$ cat src/rtl/sbm_pkg.sv
package sbm_pkg;

   // Control flags passed from the sequencer to the datapath and the pins
   typedef struct packed {
      logic busy;   // a burst is in progress
      logic is_wr;  // the burst in progress is a write
      logic win;    // this period is one before a beat (wait valid)
      logic beat;   // this period carries a beat
   } sbm_ctl_t;

   function automatic int sbm_max(input int a, input int b);
      return (a > b) ? a : b;
   endfunction

endpackage

$ cat src/rtl/sbm_seq.sv
module sbm_seq
   import sbm_pkg::*;
#(
   parameter int ADDR_W = 6,
   parameter int LAT_W  = 4,
   parameter int BLEN_W = 4
) (
   input  logic              clk,
   input  logic              rst_n,
   input  logic              cs_n,
   input  logic              adv_n,
   input  logic              we_n,
   input  logic [ADDR_W-1:0] addr,
   input  logic [LAT_W-1:0]  cfg_latency,
   input  logic [BLEN_W-1:0] cfg_burst_len,
   output sbm_ctl_t          ctl,
   output logic [ADDR_W-1:0] ptr
);
   localparam int TICK_W = sbm_max(LAT_W, BLEN_W) + 2;

   logic              busy_q, wr_q, beat_q;
   logic [TICK_W-1:0] tick_q;
   logic [ADDR_W-1:0] ptr_q;
   logic [TICK_W-1:0] lat_x, len_x, win_lo, win_hi, end_tick;
   logic              start, last, win, ptr_step;

   always_comb begin
      lat_x    = TICK_W'(cfg_latency);
      len_x    = TICK_W'(cfg_burst_len);
      win_lo   = lat_x - TICK_W'(1);
      win_hi   = lat_x + len_x - TICK_W'(2);
      end_tick = lat_x + len_x - TICK_W'(1);
      start    = !busy_q && !cs_n && !adv_n;
      last     = busy_q && (tick_q == end_tick);
      win      = busy_q && (tick_q >= win_lo) && (tick_q <= win_hi)
                 && (len_x != '0);
      ptr_step = wr_q ? beat_q : win;
   end

   always_ff @(posedge clk or negedge rst_n) begin
      if (!rst_n) begin
         busy_q <= 1'b0;
         wr_q   <= 1'b0;
         beat_q <= 1'b0;
         tick_q <= '0;
         ptr_q  <= '0;
      end else if (busy_q && cs_n) begin
         busy_q <= 1'b0;
         beat_q <= 1'b0;
      end else if (start) begin
         busy_q <= 1'b1;
         wr_q   <= !we_n;
         beat_q <= 1'b0;
         tick_q <= '0;
         ptr_q  <= addr;
      end else if (busy_q) begin
         tick_q <= tick_q + TICK_W'(1);
         beat_q <= win;
         if (last) busy_q <= 1'b0;
         if (ptr_step) ptr_q <= ptr_q + ADDR_W'(1);
      end else begin
         beat_q <= 1'b0;
      end
   end

   assign ctl = '{busy: busy_q, is_wr: wr_q, win: win, beat: beat_q};
   assign ptr = ptr_q;

endmodule

$ cat src/rtl/sbm_array.sv
module sbm_array #(
   parameter int ADDR_W = 6,
   parameter int DATA_W = 16
) (
   input  logic              clk,
   input  logic              rst_n,
   input  logic              wr_en,
   input  logic              rd_en,
   input  logic [ADDR_W-1:0] ptr,
   input  logic [DATA_W-1:0] wr_data,
   output logic [DATA_W-1:0] rd_data
);
   localparam int DEPTH = 1 << ADDR_W;

   logic [DATA_W-1:0] word_v [DEPTH];
   logic [DATA_W-1:0] rd_q;

   for (genvar i = 0; i < DEPTH; i++) begin : g_row
      logic [DATA_W-1:0] q;
      always_ff @(posedge clk or negedge rst_n) begin
         if (!rst_n)                                q <= '0;
         else if (wr_en && (ptr == ADDR_W'(i)))     q <= wr_data;
      end
      assign word_v[i] = q;
   end

   // output register, loaded one clock ahead of each read beat
   always_ff @(posedge clk or negedge rst_n) begin
      if (!rst_n)     rd_q <= '0;
      else if (rd_en) rd_q <= word_v[ptr];
   end

   assign rd_data = rd_q;

endmodule

$ cat src/rtl/sbm_pins.sv
module sbm_pins
   import sbm_pkg::*;
(
   input  logic     clk,
   input  logic     rst_n,
   input  logic     cs_n,
   input  logic     cfg_wait_high,
   input  sbm_ctl_t ctl,
   output logic     wait_out,
   output logic     wait_oe,
   output logic     dq_oe
);
   logic oe_q;

   always_ff @(posedge clk or negedge rst_n) begin
      if (!rst_n) oe_q <= 1'b0;
      else        oe_q <= ctl.win && !ctl.is_wr && !cs_n;
   end

   assign wait_out = cfg_wait_high ? ctl.win : !ctl.win;
   assign wait_oe  = !cs_n;
   assign dq_oe    = oe_q;

endmodule

$ cat src/rtl/sbm_burst_ctrl.sv
module sbm_burst_ctrl
   import sbm_pkg::*;
#(
   parameter int ADDR_W = 6,
   parameter int DATA_W = 16,
   parameter int LAT_W  = 4,
   parameter int BLEN_W = 4
) (
   input  logic              clk,
   input  logic              rst_n,
   input  logic              cs_n,
   input  logic              adv_n,
   input  logic              we_n,
   input  logic [ADDR_W-1:0] addr,
   input  logic [DATA_W-1:0] dq_in,
   output logic [DATA_W-1:0] dq_out,
   output logic              dq_oe,
   output logic              wait_out,
   output logic              wait_oe,
   input  logic [LAT_W-1:0]  cfg_latency,
   input  logic [BLEN_W-1:0] cfg_burst_len,
   input  logic              cfg_wait_high
);
   if (ADDR_W < 1 || ADDR_W > 10) begin : g_bad_addr
      $error("sbm_burst_ctrl: ADDR_W out of range");
   end
   if (DATA_W < 1) begin : g_bad_data
      $error("sbm_burst_ctrl: DATA_W must be positive");
   end
   if (LAT_W < 2 || BLEN_W < 1) begin : g_bad_cfg
      $error("sbm_burst_ctrl: configuration widths too small");
   end

   sbm_ctl_t          ctl;
   logic [ADDR_W-1:0] ptr;
   logic              wr_en, rd_en;

   sbm_seq #(.ADDR_W(ADDR_W), .LAT_W(LAT_W), .BLEN_W(BLEN_W)) u_seq (
      .clk(clk), .rst_n(rst_n), .cs_n(cs_n), .adv_n(adv_n), .we_n(we_n),
      .addr(addr), .cfg_latency(cfg_latency), .cfg_burst_len(cfg_burst_len),
      .ctl(ctl), .ptr(ptr)
   );

   assign wr_en = ctl.beat && ctl.is_wr && !cs_n;
   assign rd_en = ctl.win && !ctl.is_wr && !cs_n;

   sbm_array #(.ADDR_W(ADDR_W), .DATA_W(DATA_W)) u_array (
      .clk(clk), .rst_n(rst_n), .wr_en(wr_en), .rd_en(rd_en), .ptr(ptr),
      .wr_data(dq_in), .rd_data(dq_out)
   );

   sbm_pins u_pins (
      .clk(clk), .rst_n(rst_n), .cs_n(cs_n), .cfg_wait_high(cfg_wait_high),
      .ctl(ctl), .wait_out(wait_out), .wait_oe(wait_oe), .dq_oe(dq_oe)
   );

endmodule

$ cat config.mk
export PLATFORM = sky130hd
export DESIGN_NAME = sbm_burst_ctrl
export DESIGN_NICKNAME = d
export VERILOG_FILES = /design/src/rtl/sbm_pkg.sv /design/src/rtl/sbm_seq.sv /design/src/rtl/sbm_array.sv /design/src/rtl/sbm_pins.sv /design/src/rtl/sbm_burst_ctrl.sv
export SDC_FILE = /design/constraint.sdc
export NUM_CORES = 2
export LEC_CHECK = 0
export BUFFER_PORTS_ARGS = -buffer_cell sky130_fd_sc_hd__buf_2
export CAP_MARGIN = 40
export CELL_PAD_IN_SITES_DETAIL_PLACEMENT = 2
export CELL_PAD_IN_SITES_GLOBAL_PLACEMENT = 2
export CORE_UTILIZATION = 45
export CTS_CLUSTER_SIZE = 20
export DETAILED_ROUTE_END_ITERATION = 12
export PLACE_DENSITY_LB_ADDON = 0.1
export RECOVER_POWER = 25
export SYNTH_ARGS = -nofsm -noshare
export SYNTH_HDL_FRONTEND = slang
export SYNTH_SLANG_ARGS = --single-unit
$ cat constraint.sdc
create_clock -name clk -period 3.7 [get_ports clk]
set_clock_uncertainty 0.15 [all_clocks]
set_input_delay 0.185 -clock clk [delete_from_list [all_inputs] [get_ports clk]]
set_output_delay 0.185 -clock clk [all_outputs]
set_load 0.01 [all_outputs]
# Word level (Yosys, flattened, before mapping)
# Index checks and enable logic that the tools add are counted.
# word_totals
output_inout_bits	19
inputBits	36
reg_bits	1056
wordCells	251
# classes
bitwise	2
muxes	17
reduce_logical	88
add_sub_neg	6
n_lt_le_gt_ge	3
n_eq_ne	64
# ops
op	count
$eq A6 B6 Y1 const B	32
$bmux W16 S6	1
$eq A6 B5 Y1 const B	16
$logic_and A1 B1 Y1	75
$eq A6 B4 Y1 const B	8
$mux W16	2
$mux W6	5
$eq A6 B3 Y1 const B	4
$add A6 B1 Y6 const B	2
$eq A6 B2 Y1 const B	2
$mux W1	9
$ge A7 B7 Y1 const B	1
$not A6 Y7	1
$eq A6 B1 Y1 const B	1
$eq A6 B6 Y1	1
$ge A6 B6 Y1	1
$le A6 B6 Y1	1
$logic_not A1 Y1	6
$logic_not A6 Y1	1
$sub A6 B1 Y6 const B	1
$sub A6 B2 Y6 const B	1
$add A4 B4 Y5	1
$sub A4 B1 Y5 const B	1
$reduce_and A2 Y1	2
4 further kinds	5

# Depth between registers and ports, before layout
# logic_depth
word_depth	9
mapped_depth	15
depth_no_buf	13

# Modules after synthesis
# Synthesis repeated with hierarchy kept, for this count alone.
# hier_totals
cells_unflattened	3208
area_unflattened_um2	48916.9
# modules_own_cells
module	seq_area_each_um2	n_inst	cells_each	area_each_um2
sbm_array	26025.0	1	3043	47352.9
sbm_seq	375.4	1	159	1492.7
sbm_pins	25.0	1	4	50.0
sbm_burst_ctrl	0.0	1	2	21.3

# Least setup slack after synthesis
# OpenSTA, ideal clock, no wires.
# synth_path
path_type	input port to flip-flop
startpoint	in cfg_latency[0]
endpoint	reg u_array.rd_q[10] (netlist: u_array.rd_data[10])
required_ns	3.424
setup_ns	0.126
arrival_ns	3.242
path_stages	13
path_buffers	2
setup_slack_ns	0.182
path_cell_list	ha_1 -> fa_1 -> xnor2_1 -> ha_1 -> xnor2_1 -> ha_1 -> a211oi_1 -> nor2_1 -> o32a_1 -> nand4bb_1 -> buf_2 -> buf_2 -> a221o_1
# synth_between
elab_chain_cells	7
word_cells_on_any_way	10
cone_classes	add/sub: 3; order compare: 2; reduce/logical: 5
# synth_lines
element	line_no	source
start, declared	sbm_burst_ctrl.sv:20	input logic [LAT_W-1:0] cfg_latency,
$add A4 B4 Y5 or $sub A4 B1 Y5 (tied branches)	sbm_seq.sv:31, sbm_seq.sv:30	
$sub A6 B2 Y6 or $ge A6 B6 Y1 (tied branches)	sbm_seq.sv:31, sbm_seq.sv:35	
$le A6 B6 Y1 or $logic_and A1 B1 Y1 (tied branches)	sbm_seq.sv:35	win = busy_q && (tick_q >= win_lo) && (tick_q <= win_hi)
$logic_and A1 B1 Y1 *	sbm_seq.sv:35	
$logic_and A1 B1 Y1 *	sbm_seq.sv:36	&& (len_x != '0);
$logic_and A1 B1 Y1 * (2 in series)	sbm_burst_ctrl.sv:45	assign rd_en = ctl.win && !ctl.is_wr && !cs_n;
end signal, assigned	sbm_array.sv:30	else if (rd_en) rd_q <= word_v[ptr];
end, declared	sbm_array.sv:16	logic [DATA_W-1:0] rd_q;
# Every way passes the cells marked *; elsewhere a longest branch is shown, timed or not.
# A chain may end at the register's enable or synchronous reset.

# Worst setup path in the final report
# layout_path
startpoint	in cfg_latency[0]
endpoint	out wait_out
# layout_between
elab_chain_cells	7
word_cells_on_any_way	10
cone_classes	add/sub: 3; order compare: 2; mux: 1; reduce/logical: 4
# layout_lines
element	line_no	source
$add A4 B4 Y5 or $sub A4 B1 Y5 (tied branches)	sbm_seq.sv:31, sbm_seq.sv:30	
$sub A6 B2 Y6 or $ge A6 B6 Y1 (tied branches)	sbm_seq.sv:31, sbm_seq.sv:35	
$le A6 B6 Y1 or $logic_and A1 B1 Y1 (tied branches)	sbm_seq.sv:35	
$logic_and A1 B1 Y1 *	sbm_seq.sv:35	
$logic_and A1 B1 Y1 *	sbm_seq.sv:36	
$logic_not A1 Y1	sbm_pins.sv:20	assign wait_out = cfg_wait_high ? ctl.win : !ctl.win;
$mux W1 *	sbm_pins.sv:20	
end, declared	sbm_burst_ctrl.sv:18	output logic wait_out,
# Marks and branches as above.

==> flow_summary.ini <==
[clock_network]
path_clk_slew_ns = 0.06
tritoncts = yes
htree_levels = 3
max-clock-path-buffers = 3
cts_root_buffer = clkbuf_16
clock_latency_ns = 0.70
clock-sinks = 1056
cts_made_buffers = 117

[yosys]
async_flop_share = 1.00
synth.cell_area_um2 = 49000
synth-main-ff-cell = dfrtp_1
syn_inst = 3317
ys_seq_area_frac = 0.540
yosys.area.top_type = dfrtp_1
yosys.area.top_type_share = 0.540
yosysMostFrequentCell = dfrtp_1
synth_nets = 3379
synth_edf_count = 0
synth_commonest_cells = 1,056 x dfrtp_1, 1,023 x mux2_2, 258 x mux2i_1, 178 x a22oi_1, 131 x clkbuf_1
synthAdderAreaFrac = 0.00680
yosys.area_share.simple = 0.0258
synthTopCellsByArea = dfrtp_1 54%, mux2_2 24%, mux4_2 5.4%, mux2i_1 5.3%, a22oi_1 2.7%
yosysWarningCount = 0
synth_xor_area_frac = 0.00215
synth-seq-cells = 1056
muxShareOfSynthArea = 0.348
synth_area_per_cell_um2 = 14.8
synth_top_family_by_area = multiplexers
synth_compound_area_frac = 0.0445
ys_types = 56

[worst_setup_path]
reg2reg_depth = 9
path_cells = buf_2, ha_2, fa_2, xnor2_4, buf_4, buf_4, ha_1, ha_1, a211oi_2, nor2_1, o32a_1, buf_4, nor2_4, nand2_2, xor2_1, buf_2
worst_path_max_delay_cell = fa_2
rr_endpoint = u_seq.ptr[2]
cp-end-kind = primary output
start_kind = input port
crit_path_frequent_cell = buf_4
crit_type = input port to primary output
crit_arrival_ns = 3.20
reg2reg_from = u_seq.tick_q[3]
slowest_delay_ns = 0.41
r2r_slack_ns = 0.45
cp.required_ns = 3.37
cp_max_fo = 4

[sta]
fin_crit_ns = 3.54
finalSetupViolCount = 0
maxSlewHeadroom = -1.12
rsz0062_at_grt = no
worst_pin_slew_ns = 3.18
fmaxAchievable_mhz = 283
post-route-period-util = 0.956
finalMaxSlewViolations = 91
hold_slack_ns = 0.0540
hold_viol_final = 0

[worst_hold_path]
min_to = u_array.g_row[53].q[6]
hold_class = input port to flip-flop
hold_path_startpoint = dq_in[6]
holdPathStages = 2

[job]
max_cap_viol_count = 1

[floorplanning]
io_pins = 55
die-area_um2 = 110000
die_width_um = 332
die_h_um = 332
start_util = 0.455
row_count = 120
coreArea_um2 = 108000

[run_status]
violations = max-capacitance violations, max-slew violations
outcome = complete, but fails checks

[placed_design]
hpwl_mm = 100
gp_congestion = 0.844
io_buffer_count = 54

[detailed_routing]
first_iter_violations = 1715
vias = 29769
drtAntennaViolNets = 0
drt_wl_total_mm = 154
vias_per_cell = 6.10
dr.pass1.iters = 5
post_drt_wl_per_cell_um = 31.6
post-route-drc-count = 0

[power]
leakage_nw = 26.2
power.total_mw = 32.9
peakVddDrop_mv = 0.447
p_per_area_nw_per_um2 = 595

[grt]
grt_usage = 0.284
grt_max_degree = 99
grt_pass1_wl_mm = 234
grt_pass1_vias = 34893
antenna_found_initial = 11
overflow = 0

[final_layout]
multi_input_area_um2 = 21000
final_util = 0.514
regArea_um2 = 26400
drive_above_1_share = 0.464
fill_cells = 9742
area_growth_pct = 12.8
final_nets = 3455
## power by group
part	leakage, nW	switching [mW]	total [mW]	internal [mW]
clock	1.82	4.72	11.2	6.52
combinational	10.2	5.70	9.11	3.41
sequential	14.2	0.510	12.5	12.0
## placed cells by master, fill, tap and decap left out, types with 12 or more instances in the layout
master         Yosys  layout
buf_12             3      38
dfrtp_1         1056    1054
a22oi_1          178     178
mux2i_1          258     258
mux4_2           117     117
ha_1              25      23
clkinv_2           0      19
nand3_1           59      59
nor2_2            24      25
dlygate4sd3_1      0      21
a221o_1           16      16
nand4_1           22      22
clkbuf_16          0     118
a22o_1            17      17
nor2_1            19      16
nor2_4            15      17
mux2_2          1023    1023
buf_4             32     130
clkbuf_8           0      32
inv_1             12      12
nand2_1           31      30
a311oi_1          16      16
buf_2            102      54
clkbuf_1         131      44
a31oi_1           19      19
## per-stage QoR
step,setup TNS [ns],cell area (um2),setup WS [ns],cells
CTS,0,55200,0.00644,4879
global route,0,55200,0.0251,4883
finish,0,55200,0.164,4884
global placement,-0.169,51200,-0.0121,4645
floorplan,0,49000,0.182,3317
detailed placement,-3.16,51300,-0.189,4653
## timing repair
| item | in CTS | in global routing |
|---|---|---|
| pin swaps | 0 | 6 |
| setup buffers | 0 | 2 |
| gates resized for setup | 1 | 9 |
| hold endpoints to repair | 177 | 40 |
| setup endpoints to repair | 1 | 2 |
| hold buffers | 20 | 1 |
## sequential cells by signal, summed over array words and instances (netlist names)
name,flops
u_array.g_row.q,1024
u_array.rd_data,16
u_pins.dq_oe,1
u_seq.beat_q,1
u_seq.busy_q,1
u_seq.ptr,6
u_seq.tick_q,6
u_seq.wr_q,1
## cells by family (layout without fill, tap and decap cells)
logic type / after synthesis / after routing
muxes: 1410 / 1410
DFF: 1056 / 1056
adders and majority gates: 26 / 26
buffers and inverters: 318 / 481
and+or+nand+nor: 207 / 207
xor gates and xnor gates: 12 / 12
AOI/OAI and AO/OA: 288 / 288
other: 0 / 1
## metal layers
| layer | vias to the layer above | GRT usage | share of wire |
|---|---|---|---|
| met5 | - | 0 | 0.00020 |
| li1 | 12481 | - | - |
| met2 | 568 | 0.481 | 0.50 |
| met4 | 6 | 0.101 | 0.034 |
| met1 | 16446 | 0.376 | 0.43 |
| met3 | 268 | 0.0360 | 0.034 |
## how the worst max path moves through the flow
stage | startpoint | depth (start not counted) | slack (ns) | to
2_1_floorplan | cfg_latency[0] | 13 | 0.18 | u_array.rd_data[10]
3_3_place_gp | cfg_latency[0] | 15 | -0.01 | u_array.rd_data[14]
3_5_place_dp | cfg_latency[0] | 14 | -0.19 | u_array.rd_data[8]
4_1_cts | cfg_latency[0] | 15 | 0.006 | wait_out
5_1_grt | cfg_latency[0] | 16 | 0.03 | wait_out
6_report | cfg_latency[0] | 16 | 0.16 | wait_out
## worst max-delay path: cells and delay by family
family | cells | cell delay, ns
xor gates and xnor gates | 2 | 0.37
buffers and inverters | 5 | 0.70
and+or+nand+nor | 3 | 0.23
adders and majority gates | 4 | 1.10
AOI/OAI and AO/OA | 2 | 0.61
## layout make-up
class | instances | share of cell area
flip-flops and latches | 1056 | 0.479
multi-input cells | 1943 | 0.380
clock buffers | 185 | 0.0638
repair buffers | 263 | 0.0423
well taps | 1403 | 0.0318
clock inverters | 21 | 0.00256
inverters | 12 | 0.000815
diodes | 1 | 0.0000453
No activity file was read; power rests on OpenSTA's default activity.
